## config.mk

```make
export PLATFORM = sky130hd
export DESIGN_NAME = ddr2_boot_seq
export DESIGN_NICKNAME = d
export VERILOG_FILES = /design/src/rtl/ddr2_boot_pkg.sv /design/src/rtl/ddr2_wait_timer.sv /design/src/rtl/ddr2_step_rom.sv /design/src/rtl/ddr2_boot_fsm.sv /design/src/rtl/ddr2_boot_seq.sv
export SDC_FILE = /design/constraint.sdc
export NUM_CORES = 1
export LEC_CHECK = 0
export BUFFER_PORTS_ARGS = -buffer_cell sky130_fd_sc_hd__buf_4
export CAP_MARGIN = 20
export CORE_ASPECT_RATIO = 0.5
export CORE_MARGIN = 2
export CORE_UTILIZATION = 52
export CTS_BUF_LIST = sky130_fd_sc_hd__clkbuf_4 sky130_fd_sc_hd__clkbuf_8 sky130_fd_sc_hd__clkbuf_16
export CTS_CLUSTER_SIZE = 8
export DETAILED_ROUTE_END_ITERATION = 8
export PLACE_DENSITY = 0.86
export SYNTH_ARGS = -nofsm -noshare
export SYNTH_HDL_FRONTEND = slang
export SYNTH_SLANG_ARGS = --single-unit
```

## constraint.sdc

```tcl
create_clock -name clk_i -period 2.7 [get_ports clk_i]
set_input_delay 0.54 -clock clk_i [delete_from_list [all_inputs] [get_ports clk_i]]
set_output_delay 0.54 -clock clk_i [all_outputs]
set_load 0.01 [all_outputs]
```

## src/rtl/ddr2_boot_pkg.sv

```systemverilog
package ddr2_boot_pkg;

  typedef enum logic [3:0] {
    CMD_MRW  = 4'd0,
    CMD_PALL = 4'd1,
    CMD_REFA = 4'd5,
    CMD_NOP  = 4'd7
  } dram_cmd_e;

  typedef enum logic [1:0] {
    ST_PWRUP,
    ST_ISSUE,
    ST_WAIT,
    ST_DONE
  } seq_state_e;

  localparam int STEPS_PER_RANK = 12;
  localparam int STEP_W         = 4;

  function automatic int max_i(input int a, input int b);
    return (a > b) ? a : b;
  endfunction

  function automatic logic [31:0] pack_cmd(input logic [3:0] typ, input logic rank,
                                           input logic [1:0] bank, input logic [15:0] addr);
    return {4'b0, typ, 3'b0, rank, 2'b0, bank, addr};
  endfunction

endpackage

```

## src/rtl/ddr2_wait_timer.sv

```systemverilog
module ddr2_wait_timer #(
  parameter int CNT_W = 16,
  parameter int INIT  = 0
) (
  input  logic             clk_i,
  input  logic             rst_ni,
  input  logic             load_i,
  input  logic [CNT_W-1:0] val_i,
  output logic             zero_o
);
  logic [CNT_W-1:0] cnt_q;

  always_ff @(posedge clk_i or negedge rst_ni) begin
    if (!rst_ni)             cnt_q <= CNT_W'(INIT);
    else if (load_i)         cnt_q <= val_i;
    else if (cnt_q != '0)    cnt_q <= cnt_q - 1'b1;
  end

  assign zero_o = (cnt_q == '0);
endmodule

```

## src/rtl/ddr2_step_rom.sv

```systemverilog
module ddr2_step_rom
  import ddr2_boot_pkg::*;
#(
  parameter int                ADDR_W  = 14,
  parameter int                CNT_W   = 16,
  parameter logic [ADDR_W-1:0] MR_OP   = '0,
  parameter logic [ADDR_W-1:0] EMR1_OP = '0,
  parameter logic [ADDR_W-1:0] EMR2_OP = '0,
  parameter logic [ADDR_W-1:0] EMR3_OP = '0,
  parameter int                GAP_CMD = 2,
  parameter int                GAP_NOP = 2,
  parameter int                GAP_RFC = 2,
  parameter int                GAP_DLL = 2
) (
  input  logic [STEP_W-1:0] step_i,
  output dram_cmd_e         type_o,
  output logic [1:0]        bank_o,
  output logic [ADDR_W-1:0] addr_o,
  output logic [CNT_W-1:0]  wait_o
);
  localparam logic [ADDR_W-1:0] DLL_RST  = ADDR_W'(1) << 8;
  localparam logic [ADDR_W-1:0] OCD_MASK = ADDR_W'(7) << 7;
  localparam logic [ADDR_W-1:0] PALL_A10 = ADDR_W'(1) << 10;
  // load values: strobe-to-strobe spacing minus issue and terminal cycles
  localparam logic [CNT_W-1:0] W_CMD = CNT_W'(GAP_CMD - 2);
  localparam logic [CNT_W-1:0] W_NOP = CNT_W'(GAP_NOP - 2);
  localparam logic [CNT_W-1:0] W_RFC = CNT_W'(GAP_RFC - 2);
  localparam logic [CNT_W-1:0] W_DLL = CNT_W'(GAP_DLL - 2);

  always_comb begin
    type_o = CMD_MRW;
    bank_o = 2'd0;
    addr_o = '0;
    wait_o = W_CMD;
    case (step_i)
      4'd0:  begin type_o = CMD_NOP;  wait_o = W_NOP; end
      4'd1:  begin type_o = CMD_PALL; addr_o = PALL_A10; end
      4'd2:  begin bank_o = 2'd2; addr_o = EMR2_OP; end
      4'd3:  begin bank_o = 2'd3; addr_o = EMR3_OP; end
      4'd4:  begin bank_o = 2'd1; addr_o = EMR1_OP; end
      4'd5:  begin bank_o = 2'd0; addr_o = MR_OP | DLL_RST; end
      4'd6:  begin type_o = CMD_PALL; addr_o = PALL_A10; end
      4'd7,
      4'd8:  begin type_o = CMD_REFA; wait_o = W_RFC; end
      4'd9:  begin bank_o = 2'd0; addr_o = MR_OP & ~DLL_RST; wait_o = W_DLL; end
      4'd10: begin bank_o = 2'd1; addr_o = EMR1_OP | OCD_MASK; end
      4'd11: begin bank_o = 2'd1; addr_o = EMR1_OP & ~OCD_MASK; end
      default: begin type_o = CMD_NOP; end
    endcase
  end
endmodule

```

## src/rtl/ddr2_boot_fsm.sv

```systemverilog
module ddr2_boot_fsm
  import ddr2_boot_pkg::*;
(
  input  logic              clk_i,
  input  logic              rst_ni,
  input  logic              zero_i,
  input  logic              two_rank_i,
  output logic              issue_o,
  output logic              cke_o,
  output logic              done_o,
  output logic [STEP_W-1:0] step_o,
  output logic              rank_o
);
  localparam logic [STEP_W-1:0] LAST_STEP = STEP_W'(STEPS_PER_RANK - 1);

  seq_state_e        state_q;
  logic [STEP_W-1:0] step_q;
  logic              rank_q, cke_q;

  always_ff @(posedge clk_i or negedge rst_ni) begin
    if (!rst_ni) begin
      state_q <= ST_PWRUP;
      step_q  <= '0;
      rank_q  <= 1'b0;
      cke_q   <= 1'b0;
    end else begin
      case (state_q)
        ST_PWRUP: if (zero_i) begin
          state_q <= ST_ISSUE;
          cke_q   <= 1'b1;
        end
        ST_ISSUE: state_q <= ST_WAIT;
        ST_WAIT: if (zero_i) begin
          if (step_q != LAST_STEP) begin
            step_q  <= step_q + 1'b1;
            state_q <= ST_ISSUE;
          end else if (!rank_q && two_rank_i) begin
            step_q  <= '0;
            rank_q  <= 1'b1;
            state_q <= ST_ISSUE;
          end else begin
            state_q <= ST_DONE;
          end
        end
        default: state_q <= ST_DONE;
      endcase
    end
  end

  assign issue_o = (state_q == ST_ISSUE);
  assign done_o  = (state_q == ST_DONE);
  assign cke_o   = cke_q;
  assign step_o  = step_q;
  assign rank_o  = rank_q;
endmodule

```

## src/rtl/ddr2_boot_seq.sv

```systemverilog
module ddr2_boot_seq
  import ddr2_boot_pkg::*;
#(
  parameter int                CLK_MHZ     = 200,
  parameter int                STABLE_US   = 200,
  parameter int                NOP_WAIT_NS = 400,
  parameter int                CMD_GAP     = 4,
  parameter int                RFC_GAP     = 26,
  parameter int                DLL_WAIT    = 200,
  parameter int                ADDR_W      = 14,
  parameter logic [ADDR_W-1:0] MR_OP       = ADDR_W'('h0442),
  parameter logic [ADDR_W-1:0] EMR1_OP     = ADDR_W'('h0400),
  parameter logic [ADDR_W-1:0] EMR2_OP     = '0,
  parameter logic [ADDR_W-1:0] EMR3_OP     = '0
) (
  input  logic              clk_i,
  input  logic              rst_ni,
  input  logic [1:0]        rank_cnt_i,
  output logic              cke_o,
  output logic              cmd_stb_o,
  output logic [3:0]        cmd_type_o,
  output logic [1:0]        cmd_bank_o,
  output logic [ADDR_W-1:0] cmd_addr_o,
  output logic              cmd_rank_o,
  output logic [31:0]       cmd_word_o,
  output logic              init_done_o
);
  localparam int STABLE_CYC = STABLE_US * CLK_MHZ;
  localparam int NOP_CYC    = (NOP_WAIT_NS * CLK_MHZ + 999) / 1000;
  localparam int GAP_CMD    = max_i(CMD_GAP, 2);
  localparam int GAP_NOP    = max_i(NOP_CYC, GAP_CMD);
  localparam int GAP_RFC    = max_i(RFC_GAP, GAP_CMD);
  localparam int GAP_DLL    = max_i(DLL_WAIT, GAP_CMD);
  localparam int MAX_WAIT   = max_i(max_i(STABLE_CYC, GAP_NOP), max_i(GAP_RFC, GAP_DLL));
  localparam int CNT_W      = $clog2(MAX_WAIT + 1);
  localparam int MIN_GAP    = GAP_CMD;

  logic              zero, issue, cke, done, rank;
  logic [STEP_W-1:0] step;
  logic [CNT_W-1:0]  wait_val;
  dram_cmd_e         typ;
  logic [1:0]        bank;
  logic [ADDR_W-1:0] addr;

  ddr2_wait_timer #(.CNT_W(CNT_W), .INIT(STABLE_CYC - 1)) u_timer (
    .clk_i, .rst_ni, .load_i(issue), .val_i(wait_val), .zero_o(zero)
  );

  ddr2_boot_fsm u_fsm (
    .clk_i, .rst_ni, .zero_i(zero), .two_rank_i(rank_cnt_i == 2'd2),
    .issue_o(issue), .cke_o(cke), .done_o(done), .step_o(step), .rank_o(rank)
  );

  ddr2_step_rom #(
    .ADDR_W(ADDR_W), .CNT_W(CNT_W), .MR_OP(MR_OP), .EMR1_OP(EMR1_OP),
    .EMR2_OP(EMR2_OP), .EMR3_OP(EMR3_OP), .GAP_CMD(GAP_CMD), .GAP_NOP(GAP_NOP),
    .GAP_RFC(GAP_RFC), .GAP_DLL(GAP_DLL)
  ) u_rom (
    .step_i(step), .type_o(typ), .bank_o(bank), .addr_o(addr), .wait_o(wait_val)
  );

  assign cke_o       = cke;
  assign cmd_stb_o   = issue;
  assign cmd_type_o  = issue ? typ  : 4'd0;
  assign cmd_bank_o  = issue ? bank : 2'd0;
  assign cmd_addr_o  = issue ? addr : '0;
  assign cmd_rank_o  = issue & rank;
  assign cmd_word_o  = issue ? pack_cmd(typ, rank, bank, 16'(addr)) : 32'd0;
  assign init_done_o = done;
endmodule

```

==> results of run 1 <==
## registers in the layout, summed over array words and instances, names as in the netlist
name / cells
u_timer.cnt_q: 16
u_fsm.state_q: 2
u_fsm.rank_o: 1
u_fsm.cke_o: 1
u_fsm.step_o: 4
## repair_timing
action | CTS | global route
endpoints found under the hold margin | 0 | 0
hold buffers | 0 | 0
setup endpoints to repair | 0 | 4
buffers inserted | 0 | 0
gates resized for setup | 0 | 3
## critical path: stages (launching register included)
cell and delay [ns]:
dfrtp_1 0.44, inv_1 0.12, ha_2 0.26, nor3_1 0.08, o21a_1 0.20, a211oi_1 0.31, and2_1 0.21, buf_4 0.13
## power by group
part / switching (mW) / internal [mW] / leakage (nW)
registers: 0 / 0.360 / 0.273
logic: 0.0260 / 0.00336 / 0.683
clock network: 0.116 / 0.130 / 0.0288
total: 0.142 / 0.494 / 0.985
## metal layers
metal	vias to the layer above	wire (um)	track usage [%]	part of all wire, %
met1	760	1590	20.3	41
met5	-	0	0	0
met4	0	75	8.31	1.9
met3	11	197	4.49	5.1
li1	748	-	-	-
met2	53	1990	35.4	52
## stage by stage
step / power, mW / std cells / utilization, %
after global routing: 0.657 / 286 / 58.9
after floorplan: 0.416 / 251 / -
after global placement: 0.395 / 282 / 57.1
after CTS: 0.639 / 286 / 58.6
final: 0.635 / 286 / 58.9
after detailed placement: 0.395 / 282 / 57.1
## placed cells by master (no fill, tap or decap), types with 5 or more instances in the layout
cell       n
buf_4     33
conb_1    29
nand2_1   15
dfrtp_1   14
nor2_1    12
nand3_1   10
dfstp_2   10
a21oi_1    9
inv_1      8
o21ai_0    7
nand2b_1   6
nor2b_1    5
a211oi_1   5
## final cells by class
class	count	area share (%)
timing repair buffer	33	12.0
inverter	8	1.45
clock buffer	4	2.67
multi-input combinational	166	51.1
sequential	24	29.7
tap	51	3.09
## how the worst max path moves through the flow
stage / from / end / slack [ns] / depth (start not counted)
2_1_floorplan: u_fsm.step_o[1]$_DFFE_PN0P_ / cmd_word_o[8] / 0.27 / 8
3_3_place_gp: u_fsm.step_o[1]$_DFFE_PN0P_ / cmd_type_o[0] / 0.56 / 7
3_5_place_dp: u_fsm.step_o[1]$_DFFE_PN0P_ / cmd_addr_o[8] / 0.40 / 7
4_1_cts: u_fsm.step_o[1]$_DFFE_PN0P_ / cmd_addr_o[8] / 0.1 / 7
5_1_grt: u_fsm.step_o[0]$_DFFE_PN0P_ / cmd_word_o[24] / 0.03 / 7
6_report: u_fsm.step_o[1]$_DFFE_PN0P_ / cmd_addr_o[8] / 0.15 / 7
## kinds of logic after synthesis
group / count (synthesis)
and+or+nand+nor: 79
muxes: 6
DFF: 24
xor gates and xnor gates: 1
buffers and inverters: 61
other: 1
AOI/OAI and AO/OA: 46
adders and majority gates: 5
==> summary.txt, run 1 <==
Setup path
  • Required time of the critical path: 2.16 ns
  • Max FO, Critical Path: 8
  • Crit start category: flip-flop
  • CP Capture Type: output pin
  • FF-to-FF End: u_timer.cnt_q[5]$_DFFE_PN1P_
  • Crit path kind: reg2out
  • R2R Setup Slk: 0.64 ns
  • Arrival time of the worst setup path: 2.01 ns
  • Worst r2r src: u_timer.cnt_q[0]$_DFFE_PN1P_
  • Worst R2R Path Depth: 7

Detailed routing
  • Post-route ant nets: 0
  • Routed wire length per instance: 13.5 um
  • First-pass DRT Iterations: 4
  • DRC violations left: 0
  • Drt via density: 5.50
  • Via Count: 1,572
  • Detailed Route Iter0 Violations: 66
  • Detailed Route WL: 3.85 mm

CTS
  • H-tree Lvls: 1
  • Clock latency on the worst-skew pair: 0.27 ns
  • CTS max path bufs: 2
  • CTS Sinks: 24
  • Root buffer cell: clkbuf_8
  • CTS tree: built
  • Clock buffer count from CTS: 3
  • Clock-pin slew on the worst setup and hold paths: 0.09 ns

STA
  • Post-layout min period: 2.55 ns
  • Final setup TNS: 0 ns
  • Final hold slack: 0.157 ns
  • Clock Skews: 0.00506 ns
  • Number of setup violations in the final report: 0
  • FMAX: 393 MHz
  • Fin. max-slew vios: 0
  • Final WS setup: 0.153 ns
  • Fin. Hold Viols: 0
  • RSZ-0062 raised after global routing: false
  • Period Utilization, post-route: 94.3%

Final layout
  • NumNets Final: 245
  • FF/Latch Area: 613 um2
  • Multi-input combinational cell area: 1060 um2
  • Share of cells above drive strength 1: 24.3%
  • Fillcell total: 287
  • Total inserted antenna cells: 0
  • Layout-stage area growth over the synthesis result: 5.83%
  • Fin area: 2070 um2

Status
  • Status: completed

Die
  • Initial core utilization: 55.6%
  • Core region area: 3510 um2
  • Die H: 47.3 um
  • Die area: 4290 um2
  • Row Count: 15
  • Ports: 60
  • Die Span X: 90.6 um

Power
  • P_leak: 0.985 nW
  • Power density cells: 308 nW/um2
  • Max IR drop VDD: 0.126 mV

Synthesis
  • Commonest cells in the netlist: 44 x buf_4, 15 x nand2_1, 14 x dfrtp_1
  • Mux contribution to synthesized area: 3.21%
  • Share of the synthesized area in the top cell type: 17.9%
  • Complex-gate fraction of the synthesized area: 16.0%
  • EDFF count, synth: 0
  • Sequential element share of the synthesized area: 31.4%
  • Post-Synth XOR/XNOR Area: 0.449%
  • Synth area leader: dfrtp_1
  • Avg Inst Size Synth: 8.75 um2
  • Primary FF master, synth: dfrtp_1
  • Post-Synth Simple-Gate Area: 25.3%
  • Synth top area cells: dfrtp_1 18%, buf_4 17%, dfstp_2 13%, ha_1 3.2%, nand2_1 2.9%
  • Post-Syn Instances: 223
  • YS warnings: 0
  • Asr flop ratio synth: 100%
  • Synth Area in Adders: 3.21%
  • Mapped Area: 1950 um2
  • Distinct cells, synth: 52
  • Largest family of logic cells by synthesized area: simple AND/OR/NAND/NOR gates
  • Most numerous cell in the Yosys netlist: buf_4
  • Register bit total from synthesis: 24

Placed design
  • Placement Setup Slack: 0.395 ns
  • DP HPWL: 2.88 mm
  • Placer congestion estimate: 0.877
  • Area after DPL: 2000 um2
  • Input/output buffers: 30

Worst hold path
  • Hold Path Class: in2async

GRT
  • Initial antenna violation count: 0
  • Global-route wire length before repair: 6.10 mm
  • GRT Total Usage: 18.2%
  • Vias in the first global route: 1,346
  • Largest net degree at the start of global routing: 25
  • Grt ovf: 0

Job
  • Maxcap violations: 0
Power figures use the tool's default switching activity.
==> run 2: changes to the inputs <==
--- a/config.mk
+++ b/config.mk
@@ -15,4 +15,5 @@
 export DETAILED_ROUTE_END_ITERATION = 8
 export PLACE_DENSITY = 0.86
+export SKIP_LAST_GASP = 1
 export SYNTH_ARGS = -nofsm -noshare
 export SYNTH_HDL_FRONTEND = slang
==> constraint.sdc (replaced) <==
create_clock -name clk_i -period 2.7 [get_ports clk_i]
set_input_delay 0.405 -clock clk_i [delete_from_list [all_inputs] [get_ports clk_i]]
set_output_delay 0.405 -clock clk_i [all_outputs]
set_load 0.01 [all_outputs]
==> run 2 against run 1 <==
Effect of this change:
- die area unchanged
- hold slack got worse by 0.13 ns
- utilization decreased by 0.39 points
- largest cell class unchanged
- highest routed layer unchanged
==> summary.txt, run 2 (same netlist as run 1, synthesis figures left out) <==
STA
  • Fin. max-slew vios: 0 (unchanged)
  • Clock Skews: 0.00396 ns (was 0.00506 ns)
  • Fin. Hold Viols: 0 (unchanged)
  • Number of setup violations in the final report: 0 (unchanged)
  • RSZ-0062 raised after global routing: false (unchanged)
  • Period Utilization, post-route: 91.6% (was 94.3%)
  • Final setup TNS: 0 ns (unchanged)
  • FMAX: 404 MHz (was 393 MHz)
  • Post-layout min period: 2.47 ns (was 2.55 ns)

Setup path
  • R2R Setup Slk: 0.63 ns (was 0.64 ns)
  • Worst path most repeated cell: o31ai_1
  • FF-to-FF End: u_timer.cnt_q[7]$_DFFE_PN0P_ (was u_timer.cnt_q[5]$_DFFE_PN1P_)
  • Max stage delay on crit path: 0.43 ns (was 0.44 ns)
  • Worst r2r src: u_timer.cnt_q[0]$_DFFE_PN1P_ (unchanged)
  • Worst path slowest cell: dfrtp_1 (unchanged)
  • Crit path kind: reg2out (unchanged)
  • CP Capture Type: output pin (unchanged)
  • Critical Path, Cell by Cell: inv_1 > ha_1 > nor3_1 > o21a_1 > o31ai_1 > o31ai_1 > buf_4 (was inv_1 > ha_2 > nor3_1 > o21a_1 > a211oi_1 > and2_1 > buf_4)
  • Worst R2R Path Depth: 7 (unchanged)
  • WP buf/inv: 2 (unchanged)
  • Arrival time of the worst setup path: 2.07 ns (was 2.01 ns)
  • Max FO, Critical Path: 7 (was 8)
  • Required time of the critical path: 2.30 ns (was 2.16 ns)
  • CP top delay family: compound AO/OA/AOI/OAI gates (unchanged)
  • Crit start category: flip-flop (unchanged)

Final layout
  • FF/Latch Area: 613 um2 (unchanged)
  • Layout-stage area growth over the synthesis result: 5.13% (was 5.83%)
  • Share of cells above drive strength 1: 23.0% (was 24.3%)
  • Flip-flop count of the largest register after layout: 16 (unchanged)
  • Most frequent cells in the layout: 33 x buf_4, 29 x conb_1, 15 x nand2_1 (unchanged)
  • Total inserted antenna cells: 0 (unchanged)
  • NumNets Final: 245 (unchanged)
  • Most flops, register: u_timer.cnt_q (unchanged)
  • Fillcell total: 293 (was 287)
  • Commonest non-fill, non-tap cell in the layout: buf_4 (unchanged)
  • Multi-input combinational cell area: 1050 um2 (was 1060 um2)

CTS
  • CTS Hold Bufs: 0 (unchanged)
  • Clock buffer count from CTS: 3 (unchanged)
  • CTS tree: built (unchanged)
  • CTS max path bufs: 2 (unchanged)
  • Root buffer cell: clkbuf_8 (unchanged)
  • Post-cts sizing count: 0 (unchanged)
  • H-tree Lvls: 1 (unchanged)
  • Clock latency on the worst-skew pair: 0.27 ns (about the same)
  • Clock-pin slew on the worst setup and hold paths: 0.08 ns (was 0.09 ns)
  • CTS Sinks: 24 (unchanged)
  • Post-CTS Setup Bufs: 0 (unchanged)

Detailed routing
  • Via Count: 1,547 (was 1,572)
  • Post-route ant nets: 0 (unchanged)
  • DRC violations left: 0 (unchanged)
  • Detailed Route WL: 3.62 mm (was 3.85 mm)
  • First-pass DRT Iterations: 4 (unchanged)
  • Routed wire length per instance: 12.7 um (was 13.5 um)
  • Drt via density: 5.41 (was 5.50)
  • Detailed Route Iter0 Violations: 43 (was 66)

Power
  • P_leak: 0.988 nW (was 0.985 nW)
  • Final Total Pwr: 0.617 mW (was 0.635 mW)
  • Power density cells: 301 nW/um2 (was 308 nW/um2)
  • Max IR drop VDD: 0.141 mV (was 0.126 mV)

GRT
  • Global-route wire length before repair: 5.98 mm (was 6.10 mm)
  • Largest net degree at the start of global routing: 25 (unchanged)
  • Grt ovf: 0 (unchanged)
  • GRT Total Usage: 17.8% (was 18.2%)
  • Initial antenna violation count: 0 (unchanged)
  • Vias in the first global route: 1,225 (was 1,346)

Die
  • Die Span X: 90.6 um (unchanged)
  • Ports: 60 (unchanged)
  • Row Count: 15 (unchanged)
  • Die area: 4290 um2 (unchanged)
  • Initial core utilization: 55.6% (unchanged)
  • Core region area: 3510 um2 (unchanged)
  • Die H: 47.3 um (unchanged)

Placed design
  • Placer congestion estimate: 0.870 (was 0.877)
  • DP HPWL: 2.74 mm (was 2.88 mm)
  • Input/output buffers: 30 (unchanged)

Status
  • Status: completed (unchanged)

Job
  • Maxcap violations: 0 (unchanged)

Worst hold path
  • Hold Path Class: in2async (unchanged)
## run 2: cell counts in the layout (fill, tap and decap cells not counted)
Identical to the previous run, type by type.
## run 2: area by class of cell
type	count	area share (%)
Clock buffer	4	2.38
Multi-Input combinational cell	166	51.1
Timing Repair Buffer	33	12.1
Sequential cell	24	29.9
Tap cell	51	3.11
Inverter	8	1.46
## run 2: how the worst max path moves through the flow
stage,start,cells past startpoint,slack [ns],to
2_1_floorplan,u_fsm.step_o[1]$_DFFE_PN0P_,8,0.41,cmd_word_o[8]
3_3_place_gp,u_fsm.step_o[0]$_DFFE_PN0P_,7,0.64,cmd_type_o[0]
3_5_place_dp,u_fsm.step_o[0]$_DFFE_PN0P_,7,0.52,cmd_type_o[0]
4_1_cts,u_fsm.step_o[0]$_DFFE_PN0P_,7,0.21,cmd_type_o[0]
5_1_grt,u_fsm.step_o[0]$_DFFE_PN0P_,7,0.008,cmd_type_o[0]
6_report,u_fsm.step_o[0]$_DFFE_PN0P_,7,0.23,cmd_type_o[0]
## run 2: metrics by stage
step           hold slack, ns  instances  cell area (um2)  worst slack [ns]  util, %
5_1_grt                0.0393        286             2050           0.00840     58.5
6_report               0.0253        286             2050             0.227     58.5
4_1_cts                0.0282        286             2050             0.213     58.5
3_3_place_gp            0.321        282             2000             0.643     57.1
2_1_floorplan           0.109        251             2060             0.406        -
3_5_place_dp            0.324        282             2000             0.521     57.1
## run 2: where the power goes
part | internal (mW) | total (mW) | switching [mW] | leakage [nW]
registers | 0.360 | 0.360 | 0 | 0.273
clock network | 0.116 | 0.227 | 0.112 | 0.0262
logic | 0.00336 | 0.0294 | 0.0260 | 0.688
total | 0.479 | 0.617 | 0.138 | 0.988
## run 2: per-layer routing
layer	up-vias	global-route usage [%]	share of wire (%)
li1	744	-	-
met1	741	23.0	45
met2	54	32.4	49
met3	8	3.37	5.1
met4	0	4.62	0.75
met5	-	0	0
